==> src/rtl/gh_tlb_pkg.sv <==
package gh_tlb_pkg;
   localparam int HINT_W  = 2;
   localparam int LOW_MAX = (1 << HINT_W) - 1;

   typedef logic [HINT_W-1:0] hint_t;

   function automatic logic [LOW_MAX-1:0] low_mask(input hint_t h);
      logic [LOW_MAX-1:0] m;
      m = '0;
      for (int b = 0; b < LOW_MAX; b++) begin
         if (b < int'(h)) m[b] = 1'b1;
      end
      return m;
   endfunction
endpackage

==> src/rtl/gh_tlb_store.sv <==
module gh_tlb_store
   import gh_tlb_pkg::*;
#(
   parameter int VPN_W   = 16,
   parameter int PFN_W   = 12,
   parameter int ENTRIES = 8
) (
   input  logic                          clk,
   input  logic                          rst_n,
   input  logic                          flush,
   input  logic                          fl_en,
   input  logic [VPN_W-1:0]              fl_vpn,
   input  logic [PFN_W-1:0]              fl_pfn,
   input  hint_t                         fl_hint,
   input  logic                          fl_present,
   output logic [ENTRIES-1:0]            ent_valid,
   output logic [ENTRIES-1:0]            ent_present,
   output logic [ENTRIES-1:0][HINT_W-1:0] ent_hint,
   output logic [ENTRIES-1:0][VPN_W-1:0] ent_vpn,
   output logic [ENTRIES-1:0][PFN_W-1:0] ent_pfn
);
   localparam int PTR_W = (ENTRIES > 1) ? $clog2(ENTRIES) : 1;
   localparam logic [PTR_W-1:0] LAST = PTR_W'(ENTRIES - 1);

   logic [PTR_W-1:0] ptr_q;
   logic [VPN_W-1:0] vpn_al;
   logic [PFN_W-1:0] pfn_al;
   logic             do_fill;

   assign do_fill = fl_en && !flush;
   assign vpn_al  = fl_vpn & ~VPN_W'(low_mask(fl_hint));
   assign pfn_al  = fl_pfn & ~PFN_W'(low_mask(fl_hint));

   always_ff @(posedge clk or negedge rst_n) begin
      if (!rst_n) begin
         ptr_q <= '0;
      end else if (flush) begin
         ptr_q <= '0;
      end else if (fl_en) begin
         ptr_q <= (ptr_q == LAST) ? '0 : ptr_q + 1'b1;
      end
   end

   for (genvar i = 0; i < ENTRIES; i++) begin : g_slot
      logic wr;
      assign wr = do_fill && (ptr_q == PTR_W'(i));
      always_ff @(posedge clk or negedge rst_n) begin
         if (!rst_n) begin
            ent_valid[i]   <= 1'b0;
            ent_present[i] <= 1'b0;
            ent_hint[i]    <= '0;
            ent_vpn[i]     <= '0;
            ent_pfn[i]     <= '0;
         end else if (flush) begin
            ent_valid[i]   <= 1'b0;
         end else if (wr) begin
            ent_valid[i]   <= 1'b1;
            ent_present[i] <= fl_present;
            ent_hint[i]    <= fl_hint;
            ent_vpn[i]     <= vpn_al;
            ent_pfn[i]     <= pfn_al;
         end
      end
   end


   flush_clears_chk: assert property (@(posedge clk) disable iff (!rst_n)
      flush |=> (ent_valid == '0 && ptr_q == '0));

   ptr_advance_chk: assert property (@(posedge clk) disable iff (!rst_n)
      (fl_en && !flush) |=> (ptr_q == (($past(ptr_q) == LAST) ? '0 : $past(ptr_q) + 1'b1)));

   aligned_store_chk: assert property (@(posedge clk) disable iff (!rst_n)
      (fl_en && !flush) |=> ((ent_vpn[$past(ptr_q)] & VPN_W'(low_mask(ent_hint[$past(ptr_q)]))) == '0));
endmodule

==> src/rtl/gh_tlb_match.sv <==
module gh_tlb_match
   import gh_tlb_pkg::*;
#(
   parameter int VPN_W   = 16,
   parameter int ENTRIES = 8
) (
   input  logic [VPN_W-1:0]               vpn,
   input  logic [ENTRIES-1:0]             ent_valid,
   input  logic [ENTRIES-1:0][HINT_W-1:0] ent_hint,
   input  logic [ENTRIES-1:0][VPN_W-1:0]  ent_vpn,
   output logic [ENTRIES-1:0]             hits
);
   for (genvar i = 0; i < ENTRIES; i++) begin : g_cmp
      logic [VPN_W-1:0] care;
      assign care    = ~VPN_W'(low_mask(ent_hint[i]));
      assign hits[i] = ent_valid[i] && (((vpn ^ ent_vpn[i]) & care) == '0);
   end
endmodule

==> src/rtl/gh_tlb_prio.sv <==
module gh_tlb_prio #(
   parameter int N = 8
) (
   input  logic         clk,
   input  logic         rst_n,
   input  logic [N-1:0] req,
   output logic [N-1:0] grant,
   output logic         any
);
   assign grant = req & (~req + 1'b1);
   assign any   = |req;


   grant_onehot_chk: assert property (@(posedge clk) disable iff (!rst_n)
      any |-> ($onehot(grant) && ((grant & req) != '0)));
endmodule

==> src/rtl/gh_tlb.sv <==
module gh_tlb
   import gh_tlb_pkg::*;
#(
   parameter int VPN_W   = 16,
   parameter int PFN_W   = 12,
   parameter int ENTRIES = 8
) (
   input  logic             clk,
   input  logic             rst_n,
   input  logic             lk_req,
   input  logic [VPN_W-1:0] lk_vpn,
   output logic             rs_valid,
   output logic             rs_hit,
   output logic             rs_fault,
   output logic [PFN_W-1:0] rs_pfn,
   input  logic             fl_en,
   input  logic [VPN_W-1:0] fl_vpn,
   input  logic [PFN_W-1:0] fl_pfn,
   input  logic [1:0]       fl_hint,
   input  logic             fl_present,
   input  logic             flush
);
   if (VPN_W <= LOW_MAX) begin : g_bad_vpn
      $error("gh_tlb: VPN_W must exceed the largest span shift");
   end
   if (PFN_W <= LOW_MAX) begin : g_bad_pfn
      $error("gh_tlb: PFN_W must exceed the largest span shift");
   end
   if (ENTRIES < 2) begin : g_bad_ent
      $error("gh_tlb: ENTRIES must be at least 2");
   end

   logic [ENTRIES-1:0]             ent_valid;
   logic [ENTRIES-1:0]             ent_present;
   logic [ENTRIES-1:0][HINT_W-1:0] ent_hint;
   logic [ENTRIES-1:0][VPN_W-1:0]  ent_vpn;
   logic [ENTRIES-1:0][PFN_W-1:0]  ent_pfn;
   logic [ENTRIES-1:0]             hits;
   logic [ENTRIES-1:0]             grant;
   logic                           any_hit;

   gh_tlb_store #(.VPN_W(VPN_W), .PFN_W(PFN_W), .ENTRIES(ENTRIES)) u_store (
      .clk(clk), .rst_n(rst_n), .flush(flush), .fl_en(fl_en),
      .fl_vpn(fl_vpn), .fl_pfn(fl_pfn), .fl_hint(fl_hint), .fl_present(fl_present),
      .ent_valid(ent_valid), .ent_present(ent_present), .ent_hint(ent_hint),
      .ent_vpn(ent_vpn), .ent_pfn(ent_pfn)
   );

   gh_tlb_match #(.VPN_W(VPN_W), .ENTRIES(ENTRIES)) u_match (
      .vpn(lk_vpn), .ent_valid(ent_valid), .ent_hint(ent_hint),
      .ent_vpn(ent_vpn), .hits(hits)
   );

   gh_tlb_prio #(.N(ENTRIES)) u_prio (
      .clk(clk), .rst_n(rst_n), .req(hits), .grant(grant), .any(any_hit)
   );

   logic             sel_present;
   logic [HINT_W-1:0] sel_hint;
   logic [PFN_W-1:0] sel_pfn;
   always_comb begin
      sel_present = 1'b0;
      sel_hint    = '0;
      sel_pfn     = '0;
      for (int i = 0; i < ENTRIES; i++) begin
         sel_present = sel_present | (grant[i] & ent_present[i]);
         sel_hint    = sel_hint    | ({HINT_W{grant[i]}} & ent_hint[i]);
         sel_pfn     = sel_pfn     | ({PFN_W{grant[i]}} & ent_pfn[i]);
      end
   end

   logic [PFN_W-1:0] low_bits;
   logic             hit_d, fault_d;
   logic [PFN_W-1:0] pfn_d;
   assign low_bits = PFN_W'(lk_vpn[LOW_MAX-1:0] & low_mask(sel_hint));
   assign hit_d    = lk_req && any_hit && !flush;
   assign fault_d  = hit_d && !sel_present;
   assign pfn_d    = (hit_d && sel_present) ? (sel_pfn | low_bits) : '0;

   always_ff @(posedge clk or negedge rst_n) begin
      if (!rst_n) begin
         rs_valid <= 1'b0;
         rs_hit   <= 1'b0;
         rs_fault <= 1'b0;
         rs_pfn   <= '0;
      end else begin
         rs_valid <= lk_req;
         rs_hit   <= hit_d;
         rs_fault <= fault_d;
         rs_pfn   <= pfn_d;
      end
   end


   valid_follows_req_chk: assert property (@(posedge clk) disable iff (!rst_n)
      lk_req |=> rs_valid);

   fault_implies_hit_chk: assert property (@(posedge clk) disable iff (!rst_n)
      rs_fault |-> (rs_hit && rs_pfn == '0));

   miss_quiet_chk: assert property (@(posedge clk) disable iff (!rst_n)
      !rs_hit |-> (!rs_fault && rs_pfn == '0));

   flush_lookup_miss_chk: assert property (@(posedge clk) disable iff (!rst_n)
      (flush && lk_req) |=> !rs_hit);
endmodule

==> config.mk <==
export PLATFORM = sky130hd
export DESIGN_NAME = gh_tlb
export DESIGN_NICKNAME = d
export VERILOG_FILES = /design/src/rtl/gh_tlb_pkg.sv /design/src/rtl/gh_tlb_store.sv /design/src/rtl/gh_tlb_match.sv /design/src/rtl/gh_tlb_prio.sv /design/src/rtl/gh_tlb.sv
export SDC_FILE = /design/constraint.sdc
export NUM_CORES = 1
export LEC_CHECK = 0
export BUFFER_PORTS_ARGS = -buffer_cell sky130_fd_sc_hd__buf_2
export CAP_MARGIN = 5
export CORE_ASPECT_RATIO = 0.8
export CORE_MARGIN = 10
export CORE_UTILIZATION = 60
export CTS_BUF_LIST = sky130_fd_sc_hd__clkbuf_2
export DETAILED_ROUTE_END_ITERATION = 12
export GPL_TIMING_DRIVEN = 0
export PLACE_DENSITY = 0.78
export SETUP_SLACK_MARGIN = 0.05
export SYNTH_ARGS = -nofsm -noshare
export SYNTH_HDL_FRONTEND = slang
export SYNTH_HIERARCHICAL = 1
export SYNTH_SLANG_ARGS = --single-unit
==> constraint.sdc <==
create_clock -name clk -period 3.4 [get_ports clk]
set_clock_uncertainty 0.15 [all_clocks]
set_input_delay 0.17 -clock clk [delete_from_list [all_inputs] [get_ports clk]]
set_output_delay 0.17 -clock clk [all_outputs]
set_load 0.05 [all_outputs]
==> impl_metrics.py <==
metrics = {
    "yosys": {
        "syn_inst": 921,
        "synth_seq_area_share_pct": 51.7,
        "syn-num-nets": 979,
        "ys_dominant_reg_cell": "dfrtp_1",
        "yosysTopAreaCell": "dfrtp_1",
        "ys.warnings.count": 6,
        "yosys-top-cells-area": "dfrtp_1, mux2_2, mux2_4",
        "synth_top_area_share_pct": 51.7,
        "ys_seq_elements": 274,
        "avgSynthCellArea_um2": 14.4,
        "synth_edf_count": 0,
        "async_flop_share_pct": 100,
        "syn_area_mm2": 0.0133,
        "synth.distinct_cells": 50,
    },
    "clocking": {
        "clockBufferDepth": 3,
        "cts.sinks": 274,
        "clkTransAtPathRegs_ns": 0.11,
        "numCtsBuffers": 69,
        "htreeDepth": 3,
        "clock_latency_ns": 0.84,
        "root_buffer": "clkbuf_2",
        "tritoncts": "done",
    },
    "layout": {
        "final_cell_mix": "dfrtp_1, mux2_2, clkbuf_2",
        "regArea_mm2": 0.00686,
        "design_area_mm2": 0.0152,
        "multi_input_area_mm2": 0.00589,
        "nFillCells": 1536,
        "drive_gt1_share_pct": 44.1,
        "layout_commonest_cell": "dfrtp_1",
        "layout.nets": 1162,
        "finalNonFillerCells": 1447,
        "syn_to_final_growth_pct": 14.7,
    },
    "pwr": {
        "power_density_mw_per_mm2": 515,
        "p_leak_uw": 0.00713,
        "peakVddDrop_uv": 285,
    },
    "global_routing": {
        "grt_usage_pct": 24.0,
        "grt_max_degree": 99,
        "grt-ovfl-total": 0,
        "grt_pass1_vias": 8934,
        "antenna_found_initial": 1,
        "grt_first_pass_wirelength_um": 52100,
    },
    "route": {
        "drt_iter0_drc": 756,
        "drtPass1Iterations": 5,
        "wire_per_inst_um": 23.5,
        "num_vias": 8450,
        "antenna_left": 0,
        "routed_wl_um": 34000,
        "drc": 0,
        "viasPerCell": 5.84,
    },
    "critical_path": {
        "worstSetupStartpointType": "flip-flop",
        "ff2ff_path_depth": 10,
        "worstSetupPathType": "flip-flop to flip-flop",
        "timing.rr.start": "u_store/ent_vpn[106]$_DFFE_PN0P_",
        "cp.required_ns": 3.99,
        "timing.rr.end": "rs_hit$_DFF_PN0_",
        "end_kind": "flip-flop",
        "rrSetupSlack_ns": 0.14,
        "crit_fanout": 3,
        "worstPathArrival_ns": 3.85,
    },
    "floorplanning": {
        "io_pins": 67,
        "fp-row-count": 48,
        "die_w_um": 186,
        "die_area_mm2": 0.0285,
        "die_h_um": 153,
        "start_util_pct": 61.2,
        "core_mm2": 0.0217,
    },
    "sta": {
        "relSlewSlack_pct": 24.6,
        "period_needed_ns": 3.26,
        "grt_setup_unrepaired": "true",
        "setup-violations-final": 0,
        "fin_crit_sh_pct": 95.9,
        "finalHoldViolCount": 0,
        "final_max_slew_viol_count": 0,
        "worstMarginPinSlew_ns": 1.13,
        "timing.fmax_mhz": 307,
    },
    "run": {
        "drv_cap": 0,
    },
    "min_path": {
        "hold_end": "u_store/ent_pfn[19]$_DFFE_PN0P_",
        "hold_depth": 3,
        "hold_class": "input port to flip-flop",
        "worstHoldStart": "fl_pfn[7]",
    },
    "placement": {
        "place_inst": 1276,
        "hpwl_um": 22000,
        "placed_area_mm2": 0.0140,
        "place_congestion": 0.845,
        "portBuffers": 53,
    },
    "run_status": {
        "status": "finished, final reports clean",
    },
}
-- state kept, by name, indices dropped and copies added, names as in the netlist --
name                 count
u_store/ent_vpn        128
u_store/ent_pfn         96
u_store/ent_hint        16
rs_pfn                  12
u_store/ent_present      8
u_store/ent_valid        8
u_store/ptr_q            3
rs_fault                 1
rs_hit                   1
rs_valid                 1
-- cells by family (layout without fill, tap and decap cells) --
logic type | after synthesis | after routing | synth area share (%)
and+or+nand+nor | 87 | 87 | 4.66
muxes | 249 | 249 | 23.6
DFF | 274 | 274 | 51.7
adders and majority gates | 6 | 6 | 0.566
xor gates and xnor gates | 128 | 128 | 8.45
other | 0 | 2 | 0
AOI/OAI and AO/OA | 102 | 102 | 6.28
buffers and inverters | 75 | 299 | 4.77
-- worst max path at each step --
| stage | start | to | slack (ns) | cells past startpoint |
|---|---|---|---|---|
| 2_1_floorplan | u_store/ent_vpn[63]$_DFFE_PN0P_ | rs_pfn[10]$_DFF_PN0_ | 0.70 | 10 |
| 3_3_place_gp | rst_n | rs_pfn[3]$_DFF_PN0_ | -3.08 | 1 |
| 3_5_place_dp | u_store/ent_vpn[45]$_DFFE_PN0P_ | rs_pfn[10]$_DFF_PN0_ | -0.54 | 10 |
| 4_1_cts | u_store/ent_vpn[10]$_DFFE_PN0P_ | rs_pfn[0]$_DFF_PN0_ | 0.06 | 11 |
| 5_1_grt | u_store/ent_vpn[106]$_DFFE_PN0P_ | rs_hit$_DFF_PN0_ | 0.04 | 10 |
| 6_report | u_store/ent_vpn[106]$_DFFE_PN0P_ | rs_hit$_DFF_PN0_ | 0.14 | 10 |
-- per-layer routing --
| metal | vias to the layer above | track usage, % | share of wire [%] |
|---|---|---|---|
| met4 | 0 | 6.90 | 1.7 |
| met5 | - | 0 | 0 |
| met3 | 55 | 6.18 | 8.0 |
| met2 | 287 | 35.4 | 45 |
| met1 | 4392 | 34.1 | 45 |
| li1 | 3716 | - | - |
-- area by class of cell --
type                            count  area share, %
Clock inverter                     17          0.428
Buffer                             58           3.74
Clock buffer                       95           3.12
Inverter                           17          0.419
Tap cell                          300           2.47
Sequential cell                   274           45.1
Timing Repair Buffer              112           6.00
Multi-Input combinational cell    572           38.7
Antenna cell                        2         0.0329
-- Yosys cell counts, types with 2 or more instances --
cell       number
dfrtp_1       274
mux2_2        161
xnor2_1        88
mux2_4         87
xor2_1         40
a22oi_1        36
nand4_1        27
buf_6          21
buf_2          20
nand2_1        18
inv_1          17
o21ai_0        14
a22o_1         11
a221oi_1       10
buf_12          9
a2111oi_2       8
nor4_2          7
a31oi_1         6
buf_4           6
ha_1            6
nor2_1          6
a21oi_1         4
a21o_1          3
a31oi_2         3
nand4b_2        3
nor3b_1         3
nor4bb_1        3
a21boi_1        2
a22oi_2         2
and3_1          2
clkbuf_1        2
nand3_1         2
nor2b_1         2
nor4_1          2
-- worst max-delay path, stage by stage (launching register included) --
cell	delay (ns)
dfrtp_1	0.39
xor2_1	0.17
nor4_4	0.38
nand4_1	0.21
a2111oi_4	0.28
nor2_1	0.08
dlygate4sd3_1	0.56
nand3_1	0.13
nand2_1	0.11
nor2_1	0.17
dlygate4sd3_1	0.58
-- through the flow --
| stage | hold slack [ns] | total power (µW) | setup WS, ns | TNS [ns] | util (%) |
|---|---|---|---|---|---|
| 4_1_cts | 0.0137 | 7850 | 0.0597 | 0 | 69.7 |
| 5_1_grt | 0.0734 | 8240 | 0.0373 | 0 | 70.2 |
| 3_5_place_dp | 0.0602 | 5750 | -0.544 | -5.49 | 64.5 |
| 3_3_place_gp | 0.160 | 5680 | -3.08 | -843.48 | 64.1 |
| 6_report | 0.0937 | 7830 | 0.140 | 0 | 70.2 |
| 2_1_floorplan | -0.276 | 5320 | 0.704 | 0 | - |
-- where the power goes --
group / leakage, µW / switching, µW / internal (µW)
registers: 0.00359 / 400 / 3830
logic: 0.00311 / 626 / 936
clock network: 0.000437 / 1290 / 744
total: 0.00713 / 2320 / 5510
-- what timing repair did --
item,CTS,global route
gates resized for setup,7,5
hold buffers,50,0
pin swaps,0,3
hold endpoints to repair,450,0
setup buffers,0,7
endpoints found under the setup margin,13,13
(Power assumes the default switching activity.)
